File: config.mk
export PLATFORM = sky130hd
export DESIGN_NAME = cmp42_row
export DESIGN_NICKNAME = d
export VERILOG_FILES = /design/src/rtl/cmp42_pkg.sv /design/src/rtl/cmp42_maj3.sv /design/src/rtl/cmp42_mux2.sv /design/src/rtl/cmp42_slice.sv /design/src/rtl/cmp42_row.sv
export SDC_FILE = /design/constraint.sdc
export NUM_CORES = 1
export LEC_CHECK = 0
export CORE_MARGIN = 2
export CORE_UTILIZATION = 37
export DETAILED_ROUTE_END_ITERATION = 8
export GPL_TIMING_DRIVEN = 0
export PLACE_DENSITY = 0.93
export SLEW_MARGIN = 10
export SYNTH_ARGS = -nofsm -noshare
export SYNTH_HDL_FRONTEND = slang
export SYNTH_SLANG_ARGS = --single-unit
File: constraint.sdc
create_clock -name vclk -period 3.3
set_input_delay 0.66 -clock vclk [all_inputs]
set_output_delay 0.66 -clock vclk [all_outputs]
set_load 0.01 [all_outputs]
File: src/rtl/cmp42_pkg.sv
package cmp42_pkg;

    // Outputs of one compressor slice.
    typedef struct packed {
        logic sum;
        logic carry;
        logic lat_out;
    } slice_res_t;

    localparam int unsigned DEF_WIDTH = 16;

endpackage

File: src/rtl/cmp42_maj3.sv
module cmp42_maj3 (
    input  logic in0_i,
    input  logic in1_i,
    input  logic in2_i,
    output logic maj_o
);

    always_comb begin
        maj_o = (in0_i & in1_i) | (in0_i & in2_i) | (in1_i & in2_i);
    end

endmodule

File: src/rtl/cmp42_mux2.sv
module cmp42_mux2 (
    input  logic sel_i,
    input  logic when0_i,
    input  logic when1_i,
    output logic out_o
);

    always_comb begin
        out_o = sel_i ? when1_i : when0_i;
    end

endmodule

File: src/rtl/cmp42_slice.sv
module cmp42_slice
    import cmp42_pkg::*;
(
    input  logic       x1_i,
    input  logic       x2_i,
    input  logic       x3_i,
    input  logic       x4_i,
    input  logic       lat_in_i,
    output slice_res_t res_o
);

    logic pair_lo;
    logic pair_hi;
    logic parity4;
    logic lat_out;
    logic carry_bit;

    // XOR level 1 (two gates in parallel).
    always_comb begin
        pair_lo = x1_i ^ x2_i;
        pair_hi = x3_i ^ x4_i;
    end

    // XOR level 2: four-bit parity.
    always_comb begin
        parity4 = pair_lo ^ pair_hi;
    end

    // Lateral carry-out from operand bits alone.
    cmp42_maj3 u_maj (
        .in0_i (x1_i),
        .in1_i (x2_i),
        .in2_i (x3_i),
        .maj_o (lat_out)
    );

    // Carry bit: lateral carry-in when parity is set, else fourth bit.
    cmp42_mux2 u_csel (
        .sel_i   (parity4),
        .when0_i (x4_i),
        .when1_i (lat_in_i),
        .out_o   (carry_bit)
    );

    // XOR level 3: sum bit.
    always_comb begin
        res_o.sum     = parity4 ^ lat_in_i;
        res_o.carry   = carry_bit;
        res_o.lat_out = lat_out;
    end

endmodule

File: src/rtl/cmp42_row.sv
module cmp42_row
    import cmp42_pkg::*;
#(
    parameter int unsigned N = DEF_WIDTH
) (
    input  logic [N-1:0] op_a_i,
    input  logic [N-1:0] op_b_i,
    input  logic [N-1:0] op_c_i,
    input  logic [N-1:0] op_d_i,
    output logic [N:0]   sum_o,
    output logic [N:0]   carry_o
);

    localparam int unsigned OUT_W = N + 1;

    slice_res_t       res  [N];
    logic [N-1:0]     lat_in;
    logic [N-1:0]     lat_out;
    logic [N-1:0]     s_bits;
    logic [N-1:0]     c_bits;

    for (genvar i = 0; i < N; i++) begin : g_slice
        if (i == 0) begin : g_lsb
            assign lat_in[i] = 1'b0;
        end else begin : g_upper
            assign lat_in[i] = lat_out[i-1];
        end

        cmp42_slice u_slice (
            .x1_i     (op_a_i[i]),
            .x2_i     (op_b_i[i]),
            .x3_i     (op_c_i[i]),
            .x4_i     (op_d_i[i]),
            .lat_in_i (lat_in[i]),
            .res_o    (res[i])
        );

        assign s_bits[i]  = res[i].sum;
        assign c_bits[i]  = res[i].carry;
        assign lat_out[i] = res[i].lat_out;
    end

    always_comb begin
        sum_o   = {lat_out[N-1], s_bits};
        carry_o = {c_bits, 1'b0};
    end

    logic [OUT_W-1:0] unused_w;
    assign unused_w = '0;

endmodule

Word level (Yosys, flattened, before mapping) --
Index checks and enable logic that the tools add are counted. Widths: inputs -> output; s select.
Storage, ports and cells: logic and storage cells 159, register bits after elaboration 0, output and inout bits 34, input bits 64
Operators by class: bitwise logic cells 143, multiplexer cells 16
Operators with widths (count):
- $xor 1x1->1 | 63
- $and 1x1->1 | 48
- $or 1x1->1 | 32
- $mux 1 | 16

Logic depth before layout (Yosys ltp) --
word-level depth 4, depth in mapped cells 5, gate-level depth less buffers 4

Hierarchy --
Synthesis repeated with hierarchy kept, for this count alone.
Unflattened totals: cell total of the unflattened synthesis 130, area, all modules 1572.8 sq um
Modules (own cells, without submodules):
- cmp42_slice | area each 71.3 sq um, cells an instance 6, times used 16, sequential area each 0.0 sq um
- cmp42_mux2 | area each 15.0 sq um, cells an instance 1, times used 16, sequential area each 0.0 sq um
- cmp42_maj3 | area each 11.3 sq um, cells an instance 1, times used 16, sequential area each 0.0 sq um
- cmp42_row | area each 11.3 sq um, cells an instance 2, times used 1, sequential area each 0.0 sq um

Worst setup path before layout --
No wires, ideal clock.
kind input to output, from input port op_a_i[11], to output port sum_o[11], data arrival time 1.525 ns, stages 4, setup slack 1.115 ns, cells stage by stage ha_1 -> xor2_1 -> xor2_1 -> xnor2_1
On the way: word-level cells in the longest chain between the ends 3
Ends and longest elaborated chain:
- start: declaration | RTL line cmp42_row.sv:6 | input logic [N-1:0] op_a_i,
- $xor 1x1->1 | RTL line cmp42_slice.sv:20 | pair_lo = x1_i ^ x2_i;
- $xor 1x1->1 | RTL line cmp42_slice.sv:26 | parity4 = pair_lo ^ pair_hi;
- $xor 1x1->1 | RTL line cmp42_slice.sv:47 | res_o.sum = parity4 ^ lat_in_i;
- end: declaration | RTL line cmp42_row.sv:10 | output logic [N:0] sum_o,
Every way passes these cells.

Worst setup path in the final report --
from input port op_a_i[15], to output port sum_o[15]
Same word-level chain as after synthesis.

==> results by group <==
Die
  • Placeable core area: slightly above 3000 um^2
  • DIE WIDTH: between 60 and 70 um
  • Starting density of the core: 0.3898
  • Total number of placement rows: 20
  • Vertical extent of the die: 60.71 um
  • I/O pin cnt: between 90 and 100
  • Total die area: approximately 3700 um^2

Power and ir drop
  • Relative contribution of combinational cells to total power: 1.000
  • Total net switching power: around 210 uW
  • Static leakage: approximately 0.96 nW
  • Sequential group share of total power: 0
  • Power density normalized to cell area: 246.5 nW/um^2
  • Worst-case vdd ir drop: 0.1675 mV
  • Total power of the final layout: ~560 uW
  • Fraction of power spent switching nets: 0.3840
  • Clock group share of total power: 0
  • Internal portion of total power: between 300 and 400 uW

Finish
  • # nets final: approximately 340
  • Sequential cell area: 0 um^2
  • Leading cell type in the layout, fill and taps excluded: sky130_fd_sc_hd__clkdlybuf4s50_1
  • Number of clock buffers in the layout: 0
  • Top library cells by usage in the layout, fill and taps aside: sky130_fd_sc_hd__clkdlybuf4s50_1 (95), sky130_fd_sc_hd__xor2_1 (25), sky130_fd_sc_hd__buf_4 (19)
  • Antenna diode count: 0
  • Fraction of final layout cells sized beyond drive strength 1: 0.09266
  • Count of flip-flops and latches: 0
  • Number of inserted filler cells in the final layout: approximately 240
  • Area growth from synthesis to layout: 89.80%

Run status
  • Outcome: finished clean

Setup path
  • Endpoint arrival time on the critical path: 2.54 ns
  • Slowest stage cell on the critical path: sky130_fd_sc_hd__clkdlybuf4s50_1
  • Worst Setup SP: op_a_i[15]
  • Element type at the critical path start: primary input
  • Worst EP required: 2.64 ns
  • Worst setup path category: in -> out
  • Largest incremental delay on the critical path: 0.56 ns
  • Maximum fanout along the worst path: 3
  • Critical path capture point type: output pin
  • Worst-path cell chain: clkdlybuf4s50_1 -> ha_1 -> xor2_1 -> xor2_1 -> xnor2_1 -> clkdlybuf4s50_1
  • Delay-heaviest family, CP: buffers and inverters
  • CP bufs+invs: 2

Route
  • Via count of the routed design: ~1400
  • Final Routed Wirelength: 3134 um
  • DRT antenna net count: 0
  • Number of design rule violations left after detail routing: 0
  • Average routed wire per standard cell: 10.34 um
  • Initial detailed-routing violation count: 19
  • Mean number of vias per cell: between 4 and 5
  • Length of the first detailed-routing pass in iterations: 2

STA
  • Number of endpoints with negative hold slack in the final report: 0
  • RSZ-0062 raised after global routing: no
  • Final critical path time including I/O delays and setup: approximately 3.2 ns
  • Final setup viols: 0
  • Highest clock rate: around 0.31 GHz
  • Total count of max-transition violations in the final report: 0
  • Final worst-path cycle share: 0.9710
  • Final sum of negative setup slack: 0 ns

Synthesis
  • Largest area contributor in the synthesized netlist: sky130_fd_sc_hd__xor2_1
  • Unique masters post-synth: 12
  • Cell count after synthesis: roughly 160
  • Share of the synthesized area in the top cell type: 0.2208
  • Synth warn: 0
  • Seq/Total Area, Yosys: 0
  • Syn Std Cell Area: 1190 um^2
  • Leading cell types by total area after synthesis: sky130_fd_sc_hd__xor2_1 (22%), sky130_fd_sc_hd__ha_1 (17%), sky130_fd_sc_hd__xnor2_1 (13%)
  • Average cell area after synthesis: 7.345 um^2
  • Nets in the synthesized netlist: 242

Global routing
  • Number of antenna violations at the first check in global routing: 0
  • Maximum number of pins on one net before global-route repair: 4
  • First-pass GRT wire length: about 4700 um
  • Tot GR Track Use: 0.1564
  • Grt total ovfl: 0
  • Via count of the first global-routing pass: about 1300

Worst hold path
  • Path class of the lowest-slack min-delay path: in -> out
  • Cell depth of the worst hold path: 4
  • Hold Path Origin: op_d_i[3]
  • Worst hold path endpoint: sum_o[3]

Place
  • Placer Congestion: approximately 0.72
  • Half-perimeter wire length after detailed placement: 2822 um
  • Number of buffer cells added on primary ports: 97

Run
  • Total of max-cap violations: 0

CTS
  • Number of buffers inserted to repair setup after CTS: 0
-- kinds of logic (layout without fill, tap and decap cells) --
| kind of cell | Yosys count | in the layout | synth area share |
|---|---|---|---|
| xor gates and xnor gates | 47 | 47 | 0.3459 |
| AOI/OAI and AO/OA | 46 | 46 | 0.2566 |
| and+or+nand+nor | 32 | 32 | 0.1031 |
| buffers and inverters | 20 | 117 | 0.1230 |
| adders and majority gates | 16 | 16 | 0.1682 |
| other | 1 | 1 | 0.003152 |
-- power groups by stage --
stage / logic (mW) / clock network [mW] / registers, mW
after CTS: 0.558 / 0 / 0
final: 0.557 / 0 / 0
after global placement: 0.545 / 0 / 0
after global routing: 0.604 / 0 / 0
after detailed placement: 0.555 / 0 / 0
after floorplan: 0.275 / 0 / 0
-- cell usage after synthesis --
cell type,instances
sky130_fd_sc_hd__o21ai_0,16
sky130_fd_sc_hd__inv_1,1
sky130_fd_sc_hd__o21a_1,15
sky130_fd_sc_hd__ha_1,16
sky130_fd_sc_hd__xor2_1,30
sky130_fd_sc_hd__o31ai_1,15
sky130_fd_sc_hd__nand2_1,15
sky130_fd_sc_hd__xnor2_1,17
sky130_fd_sc_hd__nand2b_1,1
sky130_fd_sc_hd__buf_4,19
sky130_fd_sc_hd__conb_1,1
sky130_fd_sc_hd__nor2_1,16
-- metal layers --
metal	up-vias	GRT usage	part of all wire
met1	617	0.1709	0.37
met4	0	0	0
met5	-	0	0
li1	747	-	-
met3	0	0.03625	0.095
met2	54	0.3195	0.53
-- metrics by stage --
stage | area (um^2) | utilization | cells | setup WS [ns] | hold WS, ns
floorplan | 1190 | - | 162 | 1.115 | 1.509
global placement | 2216 | 0.7258 | 303 | 0.05018 | 2.439
detailed placement | 2216 | 0.7258 | 303 | 0.03209 | 2.437
CTS | 2216 | 0.7258 | 303 | 0.03209 | 2.440
global route | 2258 | 0.7398 | 303 | 0.004078 | 2.229
finish | 2258 | 0.7398 | 303 | 0.09554 | 2.173
-- timing repair --
item	4_1_cts	5_1_grt
endpoints found under the hold margin	0	0
hold buffers	0	0
gates resized for setup	0	7
endpoints found under the setup margin	0	6
-- area by class of cell --
type	count	area, um^2	share of cell area
repair buffers	97	975.9	0.4321
inverters	1	3.754	0.001662
well taps	44	55.05	0.02438
plain buffers	19	142.6	0.06316
multi-input cells	142	1081	0.4787
-- how the worst max path moves through the flow --
| stage | endpoint | slack, ns | depth (start not counted) |
|---|---|---|---|
| after floorplan | sum_o[11] | 1.11 | 4 |
| after global placement | sum_o[5] | 0.05 | 6 |
| after detailed placement | sum_o[5] | 0.03 | 6 |
| after CTS | sum_o[5] | 0.03 | 6 |
| after global routing | sum_o[7] | 0.004 | 6 |
| final | sum_o[15] | 0.1 | 6 |
(Power assumes the default switching activity.)
